<file path="config.mk">
export PLATFORM = sky130hd
export DESIGN_NAME = blkrd_master
export DESIGN_NICKNAME = d
export VERILOG_FILES = /design/src/rtl/blkrd_pkg.sv /design/src/rtl/blkrd_phase.sv /design/src/rtl/blkrd_cyccnt.sv /design/src/rtl/blkrd_master.sv
export SDC_FILE = /design/constraint.sdc
export NUM_CORES = 1
export LEC_CHECK = 0
export BUFFER_PORTS_ARGS = -buffer_cell sky130_fd_sc_hd__buf_2
export CORE_ASPECT_RATIO = 0.6
export CORE_MARGIN = 2
export CORE_UTILIZATION = 46
export DETAILED_ROUTE_END_ITERATION = 8
export PLACE_DENSITY = 0.88
export SYNTH_ARGS = -nofsm -noshare
export SYNTH_HDL_FRONTEND = slang
export SYNTH_SLANG_ARGS = --single-unit
</file>
<file path="constraint.sdc">
create_clock -name clk -period 4.3 [get_ports clk]
set_input_delay 0.215 -clock clk [delete_from_list [all_inputs] [get_ports clk]]
set_output_delay 0.215 -clock clk [all_outputs]
set_load 0.1 [all_outputs]
</file>
<file path="src/rtl/blkrd_pkg.sv">
package blkrd_pkg;
  typedef enum logic {
    ST_IDLE = 1'b0,
    ST_RUN  = 1'b1
  } xfer_st_e;
endpackage

</file>
<file path="src/rtl/blkrd_phase.sv">
// Per-block schedule: address cycle, first-group wait, overlapped group sends
// and trailing idle gap, decoded from one phase counter.
module blkrd_phase #(
  parameter int LAT_FIRST = 40,
  parameter int LAT_NEXT  = 4,
  parameter int BEATS     = 2,
  parameter int IDLE_CYC  = 2,
  parameter int MAX_GRPS  = 4,
  parameter int GRP_W     = $clog2(MAX_GRPS + 1)
) (
  input  logic             clk,
  input  logic             rst_n,
  input  logic             run,
  input  logic [GRP_W-1:0] grp_cnt,
  output logic             addr_cyc,
  output logic             send,
  output logic             done_cyc,
  output logic             blk_end
);
  localparam int FIRST_BEAT = 1 + LAT_FIRST;
  localparam int PH_MAX     = FIRST_BEAT + MAX_GRPS * LAT_NEXT + BEATS + IDLE_CYC;
  localparam int PH_W       = $clog2(PH_MAX + 1);

  logic [PH_W-1:0] ph;
  int ph_i, g_i, last_beat_i, off_i;

  always_comb begin
    ph_i        = int'(ph);
    g_i         = int'(grp_cnt);
    last_beat_i = FIRST_BEAT + (g_i - 1) * LAT_NEXT + BEATS - 1;
    off_i       = ph_i - FIRST_BEAT;
    addr_cyc    = run && (ph_i == 0);
    send        = run && (ph_i >= FIRST_BEAT) &&
                  ((off_i / LAT_NEXT) < g_i) && ((off_i % LAT_NEXT) < BEATS);
    done_cyc    = run && (ph_i == last_beat_i + 1);
    blk_end     = run && (ph_i == last_beat_i + IDLE_CYC);
  end

  always_ff @(posedge clk) begin
    if (!rst_n)                ph <= '0;
    else if (!run || blk_end)  ph <= '0;
    else                       ph <= ph + 1'b1;
  end

  AST_NO_BEAT_IN_ADDR: assert property (@(posedge clk) disable iff (!rst_n)
    addr_cyc |-> !send);
  AST_DONE_AFTER_SEND: assert property (@(posedge clk) disable iff (!rst_n)
    done_cyc |-> $past(send));
endmodule

</file>
<file path="src/rtl/blkrd_cyccnt.sv">
// Request-latency counter: cleared on accept, advances while busy, holds otherwise.
module blkrd_cyccnt #(
  parameter int CNT_W = 16
) (
  input  logic             clk,
  input  logic             rst_n,
  input  logic             clr,
  input  logic             run,
  output logic [CNT_W-1:0] count
);
  always_ff @(posedge clk) begin
    if (!rst_n)     count <= '0;
    else if (clr)   count <= '0;
    else if (run)   count <= count + 1'b1;
  end

  AST_CNT_HOLD: assert property (@(posedge clk) disable iff (!rst_n)
    (!clr && !run) |=> $stable(count));
endmodule

</file>
<file path="src/rtl/blkrd_master.sv">
module blkrd_master #(
  parameter int ADDR_W      = 32,
  parameter int WORD_W      = 32,
  parameter int BUS_W       = 64,
  parameter int GROUP_WORDS = 4,
  parameter int MAX_GRPS    = 4,
  parameter int LAT_FIRST   = 40,
  parameter int LAT_NEXT    = 4,
  parameter int IDLE_CYC    = 2,
  parameter int NBLK_W      = 8,
  parameter int CNT_W       = 16,
  parameter int BSZ_W       = $clog2(GROUP_WORDS * MAX_GRPS + 1)
) (
  input  logic              clk,
  input  logic              rst_n,
  input  logic              req_valid,
  output logic              req_ready,
  input  logic [ADDR_W-1:0] req_addr,
  input  logic [BSZ_W-1:0]  req_bsize,
  input  logic [NBLK_W-1:0] req_nblk,
  output logic              req_err,
  output logic              xfer_busy,
  output logic              bus_addr_valid,
  output logic [ADDR_W-1:0] bus_addr,
  output logic              bus_blk_long,
  input  logic [BUS_W-1:0]  bus_rd_data,
  output logic              beat_valid,
  output logic [BUS_W-1:0]  beat_data,
  output logic              blk_done,
  output logic [CNT_W-1:0]  cycle_count
);
  import blkrd_pkg::*;

  localparam int BEATS       = GROUP_WORDS * WORD_W / BUS_W;
  localparam int GRP_W       = $clog2(MAX_GRPS + 1);
  localparam int SHORT_BYTES = GROUP_WORDS * WORD_W / 8;
  localparam int LONG_BYTES  = SHORT_BYTES * MAX_GRPS;

  xfer_st_e          st;
  logic [ADDR_W-1:0] cur_addr;
  logic [NBLK_W-1:0] blks_left;
  logic              is_long;
  logic              err_q;
  logic              accept, req_ok;
  logic              addr_cyc, send, done_cyc, blk_end;
  logic [GRP_W-1:0]  grp_cnt;

  assign accept = req_valid && (st == ST_IDLE);
  assign req_ok = ((req_bsize == BSZ_W'(GROUP_WORDS)) ||
                   (req_bsize == BSZ_W'(GROUP_WORDS * MAX_GRPS))) &&
                  (req_nblk != '0);
  assign grp_cnt = is_long ? GRP_W'(MAX_GRPS) : GRP_W'(1);

  always_ff @(posedge clk) begin
    if (!rst_n) begin
      st        <= ST_IDLE;
      cur_addr  <= '0;
      blks_left <= '0;
      is_long   <= 1'b0;
      err_q     <= 1'b0;
    end else begin
      err_q <= accept && !req_ok;
      if (accept && req_ok) begin
        st        <= ST_RUN;
        cur_addr  <= req_addr;
        blks_left <= req_nblk;
        is_long   <= (req_bsize == BSZ_W'(GROUP_WORDS * MAX_GRPS));
      end else if (st == ST_RUN && blk_end) begin
        if (blks_left == NBLK_W'(1)) begin
          st <= ST_IDLE;
        end else begin
          blks_left <= blks_left - 1'b1;
          cur_addr  <= cur_addr + (is_long ? ADDR_W'(LONG_BYTES) : ADDR_W'(SHORT_BYTES));
        end
      end
    end
  end

  blkrd_phase #(
    .LAT_FIRST(LAT_FIRST), .LAT_NEXT(LAT_NEXT), .BEATS(BEATS),
    .IDLE_CYC(IDLE_CYC), .MAX_GRPS(MAX_GRPS), .GRP_W(GRP_W)
  ) u_phase (
    .clk(clk), .rst_n(rst_n), .run(st == ST_RUN), .grp_cnt(grp_cnt),
    .addr_cyc(addr_cyc), .send(send), .done_cyc(done_cyc), .blk_end(blk_end)
  );

  blkrd_cyccnt #(.CNT_W(CNT_W)) u_cnt (
    .clk(clk), .rst_n(rst_n), .clr(accept && req_ok), .run(st == ST_RUN),
    .count(cycle_count)
  );

  assign req_ready      = (st == ST_IDLE);
  assign xfer_busy      = (st == ST_RUN);
  assign req_err        = err_q;
  assign bus_addr_valid = addr_cyc;
  assign bus_addr       = cur_addr;
  assign bus_blk_long   = is_long;
  assign beat_valid     = send;
  assign beat_data      = bus_rd_data;
  assign blk_done       = done_cyc;

  AST_ADDR_SINGLE: assert property (@(posedge clk) disable iff (!rst_n)
    bus_addr_valid |=> !bus_addr_valid);
  AST_BEAT_IN_XFER: assert property (@(posedge clk) disable iff (!rst_n)
    beat_valid |-> xfer_busy);
  AST_DONE_AFTER_BEAT: assert property (@(posedge clk) disable iff (!rst_n)
    blk_done |-> $past(beat_valid));
  AST_ERR_NO_XFER: assert property (@(posedge clk) disable iff (!rst_n)
    req_err |-> !xfer_busy);
endmodule

</file>
== Word-level counts from Yosys, hierarchy flattened ==
Cells that the tools add are included.

* Reductions and logical operators: 24
* Add/sub/neg operators: 12
* Muxes and demuxes: 11
* Order comparisons: 3
* Eq/ne operators: 6
* Bitwise gates (word level): 3

{| class="wikitable"
|+ Operators by type and width
! kind !! count
|-
| two-way mux 32 bit || 3
|-
| adder 32 x 3 -> 32 bit, second input constant || 2
|-
| equality test 7 x 32 -> 1 bit || 2
|-
| adder 32 x 1 -> 32 bit || 1
|-
| adder 32 x 2 -> 32 bit, second input constant || 1
|-
| adder 32 x 7 -> 32 bit || 1
|-
| adder 7 x 32 -> 32 bit, first input constant || 1
|-
| < comparator 32 x 4 -> 1 bit || 1
|-
| subtractor 32 x 2 -> 32 bit, second input constant || 1
|-
| two-way mux 8 bit || 3
|-
| adder 16 x 1 -> 16 bit, second input constant || 1
|-
| logical AND 1 bit || 11
|-
| equality test 8 x 1 -> 1 bit, second input constant || 1
|-
| nonzero test 8 bit || 1
|-
| subtractor 8 x 1 -> 8 bit, second input constant || 1
|-
| two-way mux 7 bit || 1
|-
| subtractor 6 x 6 -> 7 bit, second input constant || 1
|-
| adder 6 x 1 -> 6 bit, second input constant || 1
|-
| >= comparator 6 bit, second input constant || 1
|-
| logical NOT 6 bit || 1
|-
| OR reduction 2 bit || 3
|-
| equality test 5 x 3 -> 1 bit, second input constant || 1
|-
| equality test 5 bit, second input constant || 1
|-
| AND reduction 2 bit || 2
|-
| other kinds (10) || 16
|}

* Logic and storage cells: 66
* Input port bits: 112
* Output and inout port bits: 119
* Flip-flop bits (word level): 65

== Depth between registers and ports, before layout ==
Gate-level depths: netlist (run 1).

* Word-level depth: 11
* Mapped depth: 15
* Mapped depth without buffers: 15

== Hierarchy ==
Synthesis (run 1) repeated with hierarchy kept, for this count alone.

* Cells, all modules: 567
* Area, all modules: 4,594.4 µm²

{| class="wikitable"
|+ By module, submodules not included
! module !! cells an instance !! seq. area each (µm²) !! area an instance (µm²) !! instances
|-
| blkrd_master || 353 || 860.8 || 2,812.7 || 1
|-
| blkrd_phase || 132 || 120.1 || 1,073.5 || 1
|-
| blkrd_cyccnt || 82 || 320.3 || 708.2 || 1
|}

== Worst setup path after synthesis (run 1) ==
No wires, ideal clock.

* Path kind: reg2out
* Start point: register st, in the netlist xfer_busy
* End point: output port bus_addr_valid
* Arrival: 4,551 ps
* Stages on the path, launching flop included: 4
* Path buffers: 1
* Required time: 4,085 ps
* Setup slack: -466 ps
* Cells stage by stage: dfxtp_1 > buf_1 > nand2_1 > nor4b_1

* Cells in the longest elaborated chain, start to end: 1

{| class="wikitable"
|+ RTL lines
! what !! RTL line !! RTL
|-
| start: declaration || blkrd_master.sv:39 || <nowiki>xfer_st_e st;</nowiki>
|-
| start signal: assignment || blkrd_master.sv:56 || <nowiki>st <= ST_IDLE;</nowiki>
|-
| start signal: assignment || blkrd_master.sv:64 || <nowiki>st <= ST_RUN;</nowiki>
|-
| start signal: assignment || blkrd_master.sv:70 || <nowiki>st <= ST_IDLE;</nowiki>
|-
| logical AND 1 bit || blkrd_phase.sv:32 || <nowiki>addr_cyc = run && (ph_i == 0);</nowiki>
|-
| end: declaration || blkrd_master.sv:23 || <nowiki>output logic bus_addr_valid,</nowiki>
|}

No other way between the ends.

==> results of run 1 <==
[how the worst max path moves through the flow]
| stage | startpoint | to | slack (ns) | cells past startpoint |
|---|---|---|---|---|
| floorplan | u_phase.ph[0] | beat_valid | 0.44 | 15 |
| global placement | u_phase.ph[0] | beat_valid | 0.40 | 16 |
| detailed placement | u_phase.ph[0] | beat_valid | 0.11 | 16 |
| CTS | u_phase.ph[0] | beat_valid | 0.12 | 16 |
| global route | u_phase.ph[0] | beat_valid | 0.03 | 16 |
| finish | u_phase.ph[0] | beat_valid | 0.29 | 16 |
[synthesized netlist by cell type (all sizes together) (6+ instances only)]
master,count
a31oi,17
xor2,20
nand4,16
nor2,41
inv,21
or4,8
a22oi,7
clkbuf,14
o21ai,28
buf,73
nand3,26
ha,19
a21oi,29
nor3,19
nand2,45
or3,12
dfxtp,65
o211ai,6
xnor2,9
[cell type report]
class	count	share of cell area
inverter	21	0.0168
sequential	65	0.277
multi-input combinational	370	0.503
clock inverter	7	0.0101
timing repair buffer	103	0.114
clock buffer	9	0.0480
tap	116	0.0309
antenna	1	0.000533
[cells by family (layout without fill, tap and decap cells)]
logic type      Yosys count  after routing
buf+inv                 108            140
xor+xnor                 29             29
other cells               0              1
fa+ha+maj                20             20
compound gates          117            117
simple gates            202            202
mux                       2              2
flops                    65             65
[power by group through the flow]
stage | clock [µW] | combinational (µW) | sequential (µW)
4_1_cts | 687 | 131 | 620
6_report | 676 | 132 | 621
2_1_floorplan | 0 | 326 | 676
5_1_grt | 721 | 140 | 622
3_5_place_dp | 0 | 131 | 633
3_3_place_gp | 0 | 129 | 633
[layout by cell type (no fill, tap or decap), types with 12 or more instances in the layout]
cell / n
sky130_fd_sc_hd__nand2_1: 45
sky130_fd_sc_hd__dfxtp_1: 65
sky130_fd_sc_hd__or3_1: 12
sky130_fd_sc_hd__nand3_1: 26
sky130_fd_sc_hd__nand4_1: 16
sky130_fd_sc_hd__nor3_1: 19
sky130_fd_sc_hd__buf_2: 101
sky130_fd_sc_hd__xor2_1: 20
sky130_fd_sc_hd__ha_1: 17
sky130_fd_sc_hd__nor2_1: 40
sky130_fd_sc_hd__inv_1: 21
sky130_fd_sc_hd__a31oi_1: 17
sky130_fd_sc_hd__a21oi_1: 29
sky130_fd_sc_hd__o21ai_0: 26
[flip-flops by register name (all words and copies together) (netlist names)]
signal,flops
bus_addr,32
bus_blk_long,1
blks_left,8
req_err,1
xfer_busy,1
u_phase.ph,6
u_cnt.count,16
[routing by layer]
layer	track usage	vias up	routed length (µm)
met2	0.341	271	5090
met5	0	-	0
met1	0.312	1903	5170
li1	-	1956	-
met3	0.111	18	1510
met4	0.0707	0	163
[worst register-to-register path: stages (launching register included)]
cell                       delay [ns]
sky130_fd_sc_hd__dfxtp_1         0.68
sky130_fd_sc_hd__and3b_2         0.37
sky130_fd_sc_hd__o21a_1          0.40
sky130_fd_sc_hd__nand4_1         0.46
sky130_fd_sc_hd__or3_1           0.45
sky130_fd_sc_hd__a311oi_1        0.27
[through the flow]
step / instances / hold slack (ns) / cell area (µm²) / util / power (µW)
2_1_floorplan: 543 / 0.351 / 4300 / - / 1000
3_3_place_gp: 675 / 0.431 / 4400 / 0.483 / 762
3_5_place_dp: 675 / 0.431 / 4400 / 0.483 / 764
4_1_cts: 691 / 0.113 / 4680 / 0.513 / 1440
5_1_grt: 691 / 0.141 / 4690 / 0.515 / 1480
6_report: 692 / 0.120 / 4700 / 0.515 / 1430
[timing repair]
action / 4_1_cts / 5_1_grt
hold buffers: 0 / 0
gates cloned: 0 / 0
buffers inserted: 0 / 0
endpoints found under the setup margin: 1 / 1
gates resized for setup: 2 / 4
==> out/qor.log, run 1 <==
[outcome] status completed
[routing] WL per Instance 17.3 µm
[floorplanning] initial standard-cell utilization of the core 0.471
[logic_synthesis] share of async-settable or async-resettable flops after synthesis 0
[logic_synthesis] Synth area leaders sky130_fd_sc_hd__dfxtp_1, sky130_fd_sc_hd__buf_4, sky130_fd_sc_hd__ha_1, sky130_fd_sc_hd__xor2_1, sky130_fd_sc_hd__nand2_1
[power_and_ir_drop] logic gate share of total power 0.092
[floorplanning] IO Pins 231
[cts] number of buffers on the longest clock path 2
[logic_synthesis] net count after synthesis 674
[layout] filler cell count 883
[sta] setup-violating endpoint count in the final report 0
[layout] total area of sequential cells 1300 µm²
[logic_synthesis] per-instance average area after synthesis 7.91 µm²
[sta] setup TNS 0 ns
[layout] fraction of final layout cells sized beyond drive strength 1 0.231
[sta] FMAX 249 MHz
[layout] nets@finish 701
[global_routing] number of global-route vias before repair 3821
[layout] multi-input logic area 2360 µm²
[sta] clock period minus worst slack 4.01 ns
[global_routing] total track usage 0.236
[cts] clock input transition at the sequential cells of the worst setup and hold paths 0.06 ns
[logic_synthesis] fraction of the mapped netlist area in adder cells 0.0577
[routing] antenna-violating nets left 0
[sta] fin. max-slew vios 0
[routing] aggregate routed wire length 11900 µm
[logic_synthesis] Synth area leader sky130_fd_sc_hd__dfxtp_1
[global_routing] largest net degree at the start of global routing 32
[logic_synthesis] sequential share of the synthesized area 0.303
[routing] drc violations 0
[sta] max-slew headroom at the worst pin 0.217
[power_and_ir_drop] total leakage power 0.00180 µW
[global_routing] wire length of the first global-routing pass 19000 µm
[cts] clock latency at the later pin of the worst-skew pair 0.34 ns
[logic_synthesis] Distinct cells, synth 55
[logic_synthesis] simple-gate share of the synthesized area 0.246
[hold_path] Hold WC Path Type input port to flop
[logic_synthesis] Post-synth EDFFs 0
[routing] violation count after the first detailed-routing iteration 440
[logic_synthesis] warning count from the yosys run 0
[logic_synthesis] main combinational cell family by area after synthesis simple AND/OR/NAND/NOR gates
[logic_synthesis] fraction of synthesized area in multiplexers 0.00495
[cts] TritonCTS clock tree built
[floorplanning] die outline width 129 µm
[routing] drt pass-1 iters 5
[critical_path] reg2reg end bus_addr[25]
[sta] Clock Skews 0.00835 ns
[logic_synthesis] Cell Area, Synth 4290 µm²
[sta] actual transition at the worst max-transition pin 1.17 ns
[sta] Worst Setup Slack, final 0.286 ns
[routing] count of vias placed by the detailed router 4148
[critical_path] cells along the critical path inv_1, ha_2, nand2b_1, and2_1, o21ai_4, nor2b_2, ha_2, ha_1, xor2_1, xnor2_1, ha_1, o31ai_1, nand3_1, a2111oi_0, o221a_2, buf_12
[logic_synthesis] most used flip-flop cell after synthesis sky130_fd_sc_hd__dfxtp_1
[power_and_ir_drop] Clock Power Share 0.473
[flow_run] number of max-cap violations 0
[critical_path] standard cell with the maximum stage delay on the critical path sky130_fd_sc_hd__dfxtp_1
[critical_path] worst-case register-to-register setup slack 1.56 ns
[critical_path] Worst Setup Path Type flop to output pin
[logic_synthesis] synthesis-stage register bit count 65
[floorplanning] Cell Rows 27
[logic_synthesis] share of the synthesized netlist area taken by xor and xnor gates 0.0591
[power_and_ir_drop] Sw Share 0.275
[logic_synthesis] gate count after technology mapping 543
[hold_path] hold path start req_addr[2]
[place] post-detail-place hpwl 8670 µm
[place] number of buffers added on ports 102
[sta] final critical-path share of the clock period 0.933
[logic_synthesis] compound-gate portion of the synthesized area 0.176
[critical_path] required time of the critical path 4.09 ns
[critical_path] length in cells of the worst reg-to-reg path 5
[critical_path] signal arrival time at the worst endpoint 3.80 ns
[hold_path] worst hold path depth 3
[critical_path] slowest stage delay, CP 0.36 ns
[logic_synthesis] post-synth top area share 0.303
[floorplanning] Die Footprint 10100 µm²
[place] Placement Setup Slack 0.112 ns
[floorplanning] vertical extent of the die 78.8 µm
[hold_path] worst hold endpoint bus_addr[2]
[power_and_ir_drop] worst-case vdd ir drop 206 µV
[critical_path] Critical Path Start Type flop
[global_routing] grt ovf 0
[layout] area growth from synthesis to final layout 9.35%
[critical_path] crit end category output pin
[power_and_ir_drop] power dissipated by switching net loads 393 µW
[global_routing] number of antenna violations at the first check in global routing 0
[cts] Clock H-tree levels 3
[cts] buffer type at the clock tree root sky130_fd_sc_hd__clkbuf_16
[cts] TritonCTS buffer count 9
[place] global placement routability congestion 1.08
[routing] drt via density 5.99
[critical_path] startpoint of the worst register-to-register path u_phase.ph[4]
[critical_path] largest fanout on the critical path 7
[cts] clock sink count 65
[power_and_ir_drop] part of the power in registers 0.434
[critical_path] buffers and inverters on the worst path 2
[sta] RSZ-0062 raised after global routing no
[power_and_ir_drop] power per unit of standard cell area 304 nW/µm²
[sta] final hold violation count 0
[floorplanning] Floorplan Core Area 9120 µm²
[critical_path] cell type group with the largest total delay on the critical path adder cells
[power_and_ir_drop] internal power 1040 µW
Note: power is estimated with default switching activity, not from simulation.
==> run 2, diff against run 1 <==
==> constraint.sdc (replaced) <==
create_clock -name clk -period 4.3 [get_ports clk]
set_input_delay 0.86 -clock clk [delete_from_list [all_inputs] [get_ports clk]]
set_output_delay 0.86 -clock clk [all_outputs]
set_load 0.1 [all_outputs]
==> run 2 against run 1 <==
Maximum frequency shrank 4.5%. Critical endpoint unchanged. Largest power group unchanged. Register-to-register slack improved by 0.05 ns. Routed wire length rose by 1.9%. First-iteration DRC count up 20%.
==> out/qor.log, run 2 (synthesis results as in run 1) <==
[cts] TritonCTS buffer count 9
[sta] final hold violation count 0
[layout] commonest non-fill, non-tap cells in the layout sky130_fd_sc_hd__buf_2, sky130_fd_sc_hd__dfxtp_1, sky130_fd_sc_hd__nand2_1, sky130_fd_sc_hd__nor2_1, sky130_fd_sc_hd__a21oi_1
[routing] drt via density 6.04
[outcome] status completed
[floorplanning] Floorplan Core Area 9120 µm²
[hold_path] Hold WC Path Type flop to flop
[global_routing] grt ovf 0
[power_and_ir_drop] power per unit of standard cell area 296 nW/µm²
[routing] antenna-violating nets left 0
[critical_path] required time of the critical path 3.44 ns
[routing] violation count after the first detailed-routing iteration 527
[sta] actual transition at the worst max-transition pin 1.14 ns
[power_and_ir_drop] total leakage power 0.00187 µW
[sta] max-slew headroom at the worst pin 0.236
[floorplanning] Die Footprint 10100 µm²
[routing] drt pass-1 iters 6
[layout] area growth from synthesis to final layout 13.4%
[floorplanning] initial standard-cell utilization of the core 0.471
[sta] setup-violating endpoint count in the final report 0
[critical_path] crit-path most repeated cell sky130_fd_sc_hd__ha_4
[critical_path] cells along the critical path inv_2, ha_4, nand2b_4, and2_4, o21ai_2, nor2b_4, ha_4, ha_4, xor2_2, xnor2_1, ha_1, o31ai_1, nand3_1, a2111oi_4, o221a_4, buf_12
[layout] summed area of non-filler cells in the final layout 4870 µm²
[power_and_ir_drop] worst-case vdd ir drop 216 µV
[cts] TritonCTS clock tree built
[critical_path] Critical Path Start Type flop
[place] number of buffers added on ports 102
[floorplanning] die outline width 129 µm
[sta] clock period minus worst slack 4.20 ns
[sta] final critical-path share of the clock period 0.977
[global_routing] number of antenna violations at the first check in global routing 0
[floorplanning] IO Pins 231
[cts] clock latency at the later pin of the worst-skew pair 0.33 ns
[place] post-detail-place hpwl 8850 µm
[floorplanning] vertical extent of the die 78.8 µm
[critical_path] slowest stage delay, CP 0.35 ns
[layout] antenna cells 0
[global_routing] number of global-route vias before repair 3918
[layout] post-route insts no fill 701
[flow_run] number of max-cap violations 0
[global_routing] largest net degree at the start of global routing 32
[global_routing] wire length of the first global-routing pass 19100 µm
[sta] fin. max-slew vios 0
[layout] Largest register FFs 32
[layout] fraction of final layout cells sized beyond drive strength 1 0.262
[cts] Clock H-tree levels 3
[global_routing] total track usage 0.237
[place] Post-Place Cells 684
[place] post-detailed-placement cell area 4480 µm²
[cts] clock sink count 65
[routing] count of vias placed by the detailed router 4232
[sta] Clock Skews 0.00583 ns
[sta] FMAX 238 MHz
[critical_path] largest fanout on the critical path 6
[cts] buffer type at the clock tree root sky130_fd_sc_hd__clkbuf_16
[floorplanning] Cell Rows 27
[place] global placement routability congestion 0.887
[critical_path] standard cell with the maximum stage delay on the critical path sky130_fd_sc_hd__dfxtp_2
[layout] most common cell after layout, fill and taps aside sky130_fd_sc_hd__buf_2
[routing] aggregate routed wire length 12200 µm
[critical_path] signal arrival time at the worst endpoint 3.34 ns
[routing] WL per Instance 17.4 µm
[layout] nets@finish 711
[routing] drc violations 0
[critical_path] crit end category output pin
[cts] clock input transition at the sequential cells of the worst setup and hold paths 0.05 ns
[cts] number of buffers on the longest clock path 2
[critical_path] Worst Setup Path Type flop to output pin
-- run 2: layout make-up --
cell class / count / area (µm²)
fillers: 878 / 4250
flip-flops and latches: 65 / 1300
clock inverters: 4 / 27.5
multi-input cells: 370 / 2450
repair buffers: 113 / 608
inverters: 21 / 78.8
clock buffers: 12 / 256
well taps: 116 / 145
-- run 2: critical path: cells and delay by family, from the launching register on --
family / cells / cell delay [ns]
adder cells (fa/ha/maj): 4 / 0.72
XOR/XNOR: 2 / 0.31
buffers and inverters: 2 / 0.26
AND/OR/NAND/NOR: 4 / 0.59
AO/OA/AOI/OAI: 4 / 0.76
flip-flops: 1 / 0.35
-- run 2: path summary, 6_finish.rpt --
check                startpoint      endpoint  slack (ns)  cells after the start
hold reg to reg     bus_addr[2]   bus_addr[2]        0.46                      2
setup / recovery  u_phase.ph[0]    beat_valid         0.1                     16
hold / removal      bus_addr[2]   bus_addr[2]        0.46                      2
setup reg to reg      xfer_busy  bus_addr[29]        1.61                      5
-- run 2: metal layers --
metal  vias to the layer above  GRT usage  part of all wire
met5                         -          0                 0
met4                         0     0.0620             0.013
met3                        18     0.0903              0.12
met2                       285      0.357              0.42
met1                      1957      0.319              0.44
li1                       1972          -                 -
-- run 2: power by group --
part           switching (µW)  leakage, µW  total (µW)  internal [µW]
clock network             263     0.000131         683            420
registers                10.4     0.000525         621            611
logic                    96.9      0.00121         136           39.0
total                     370      0.00187        1440           1070
-- run 2: stage by stage --
step | setup TNS [ns] | util | setup WS, ns | hold WS (ns) | total power (µW)
after floorplan | 0 | - | 0.0978 | 0.452 | 1000
after global placement | 0 | 0.491 | 0.185 | 0.440 | 763
after detailed placement | 0 | 0.491 | 0.108 | 0.451 | 766
after CTS | 0 | 0.524 | 0.00914 | 0.459 | 1450
after global routing | -0.0841 | 0.534 | -0.0841 | 0.491 | 1490
final | 0 | 0.534 | 0.0980 | 0.462 | 1440
-- run 2: repair_timing --
item | in CTS | in global routing
setup endpoints to repair | 1 | 1
resized for setup | 4 | 17
pin swaps | 0 | 3
hold buffers | 0 | 0
setup buffers | 0 | 1
==> run 3, diff against run 2 <==
Settings changed: PLACE_DENSITY 0.88 to 0.89.
==> run 3 against run 2 <==
Cell count shrank 0.14%. Via count rose by 0.73%. Worst hold slack got worse by 0.0028 ns. Sequential power hardly changed. Critical endpoint unchanged. Clock skew is essentially flat. Routed wire length up 1.4%. Power down 1.6%. Global-route usage rose by 0.35 points. Largest cell class unchanged. Combinational power about the same. Count of clock-buffer cells in the layout did not move.
==> out/qor.log, run 3 (synthesis results as in run 1) <==
[sta] Clock Skews 0.00606 ns
[layout] commonest non-fill, non-tap cells in the layout sky130_fd_sc_hd__buf_2, sky130_fd_sc_hd__dfxtp_1, sky130_fd_sc_hd__nand2_1, sky130_fd_sc_hd__nor2_1, sky130_fd_sc_hd__a21oi_1
[cts] clock input transition at the sequential cells of the worst setup and hold paths 0.05 ns
[floorplanning] IO Pins 231
[critical_path] required time of the critical path 3.44 ns
[critical_path] Worst Setup Path Type flop to output pin
[critical_path] Critical Path Start Type flop
[floorplanning] initial standard-cell utilization of the core 0.471
[critical_path] signal arrival time at the worst endpoint 3.31 ns
[floorplanning] Die Footprint 10100 µm²
[sta] setup-violating endpoint count in the final report 0
[floorplanning] Floorplan Core Area 9120 µm²
[critical_path] cell type group with the largest total delay on the critical path adder cells
[critical_path] crit end category output pin
[cts] TritonCTS buffer count 9
[hold_path] Hold WC Path Type flop to flop
[power_and_ir_drop] power per unit of standard cell area 291 nW/µm²
[routing] violation count after the first detailed-routing iteration 489
[layout] Largest register FFs 32
[place] post-detailed-placement cell area 4450 µm²
[power_and_ir_drop] worst-case vdd ir drop 177 µV
[layout] nets@finish 711
[cts] clock sink count 65
[critical_path] crit-path most repeated cell sky130_fd_sc_hd__ha_4
[sta] fin. max-slew vios 0
[global_routing] number of global-route vias before repair 3906
[cts] TritonCTS clock tree built
[layout] most common cell after layout, fill and taps aside sky130_fd_sc_hd__buf_2
[layout] antenna cells 0
[routing] drt pass-1 iters 5
[global_routing] grt ovf 0
[layout] summed area of non-filler cells in the final layout 4870 µm²
[global_routing] wire length of the first global-routing pass 19400 µm
[cts] clock latency at the later pin of the worst-skew pair 0.33 ns
[layout] area growth from synthesis to final layout 13.3%
[routing] drc violations 0
[routing] aggregate routed wire length 12300 µm
[floorplanning] die outline width 129 µm
[sta] actual transition at the worst max-transition pin 1.10 ns
[cts] buffer type at the clock tree root sky130_fd_sc_hd__clkbuf_16
[power_and_ir_drop] total leakage power 0.00187 µW
[critical_path] largest fanout on the critical path 5
[outcome] status completed
[sta] max-slew headroom at the worst pin 0.264
[place] global placement routability congestion 1.00
[routing] antenna-violating nets left 0
[sta] RSZ-0062 raised after global routing yes
[layout] Finished Core Util 0.534
[sta] clock period minus worst slack 4.17 ns
[routing] WL per Instance 17.6 µm
[sta] final critical-path share of the clock period 0.970
[sta] final hold violation count 0
[critical_path] buffers and inverters on the worst path 2
[critical_path] cells along the critical path inv_4, ha_4, nand2b_4, and2_4, o21ai_4, nor2b_4, ha_4, ha_4, xor2_2, xnor2_1, ha_1, o31ai_2, nand3_1, a2111oi_4, o221a_4, buf_12
[floorplanning] vertical extent of the die 78.8 µm
[cts] Clock H-tree levels 3
[global_routing] number of antenna violations at the first check in global routing 0
[cts] number of buffers on the longest clock path 2
[layout] fraction of final layout cells sized beyond drive strength 1 0.262
[critical_path] standard cell with the maximum stage delay on the critical path sky130_fd_sc_hd__dfxtp_4
[routing] drt via density 6.09
[routing] count of vias placed by the detailed router 4263
[global_routing] largest net degree at the start of global routing 32
[critical_path] slowest stage delay, CP 0.36 ns
[flow_run] number of max-cap violations 0
[global_routing] total track usage 0.241
[floorplanning] Cell Rows 27
[sta] FMAX 240 MHz
[place] number of buffers added on ports 102
[place] post-detail-place hpwl 8840 µm
[sta] Fin Hold WS 0.459 ns
## run 3: cell types whose count changed in the layout (fill, tap and decap cells not counted), moves of 2 or more
cell | before | now
sky130_fd_sc_hd__clkinvlp_4 | 3 | 1
sky130_fd_sc_hd__dfxtp_1 | 64 | 61
sky130_fd_sc_hd__dfxtp_4 | 0 | 2
sky130_fd_sc_hd__inv_4 | 0 | 2
sky130_fd_sc_hd__inv_2 | 2 | 0
## run 3: worst paths after layout
path	from	endpoint	slack, ns	cells past startpoint
hold / removal	bus_addr[3]	bus_addr[3]	0.46	2
setup / recovery	u_phase.ph[1]	beat_valid	0.13	16
hold reg to reg	bus_addr[3]	bus_addr[3]	0.46	2
setup reg to reg	bus_blk_long	bus_addr[20]	1.52	8
## run 3: power by group
group          internal [µW]  switching [µW]  total, µW
sequential               610            10.5        620
combinational           39.8            97.2        137
clock                    401             259        660
## run 3: layout make-up
| class | instances | area [µm²] |
|---|---|---|
| clock buffer | 12 | 246 |
| clock inverter | 3 | 17.5 |
| fill | 846 | 4250 |
| inverter | 21 | 83.8 |
| multi-input combinational | 370 | 2450 |
| sequential | 65 | 1310 |
| tap | 116 | 145 |
| timing repair buffer | 113 | 608 |
## run 3: metrics by stage
stage               setup WS, ns  instances  TNS, ns  power [µW]
floorplan                 0.0978        543        0        1000
global route             -0.0728        700  -0.0728        1470
CTS                       0.0211        695        0        1430
global placement          0.0767        680        0         763
finish                     0.129        700        0        1420
detailed placement        -0.134        680   -0.134         765
## run 3: layer usage
metal  vias to the layer above  routed length [µm]  global-route usage  part of all wire
met4                         0                 320              0.0913             0.026
met2                       262                5340               0.348              0.43
met3                        42                1350              0.0937              0.11
li1                       1964                   -                   -                 -
met1                      1995                5320               0.321              0.43
met5                         -                   0              0.0267                 0
## run 3: timing repair
item                                    CTS  global route
hold buffers                              0             0
pin swaps                                 1             7
endpoints found under the setup margin    1             1
buffers inserted                          0             5
resized for setup                        10            17
## run 3: worst reg2reg max path: stages (launching register included)
cell	delay (ns)
sky130_fd_sc_hd__dfxtp_1	0.44
sky130_fd_sc_hd__inv_1	0.20
sky130_fd_sc_hd__ha_1	0.20
sky130_fd_sc_hd__ha_1	0.19
sky130_fd_sc_hd__a21oi_1	0.15
sky130_fd_sc_hd__nor3_1	0.37
sky130_fd_sc_hd__or4b_4	0.57
sky130_fd_sc_hd__or4_1	0.41
sky130_fd_sc_hd__a31oi_1	0.16
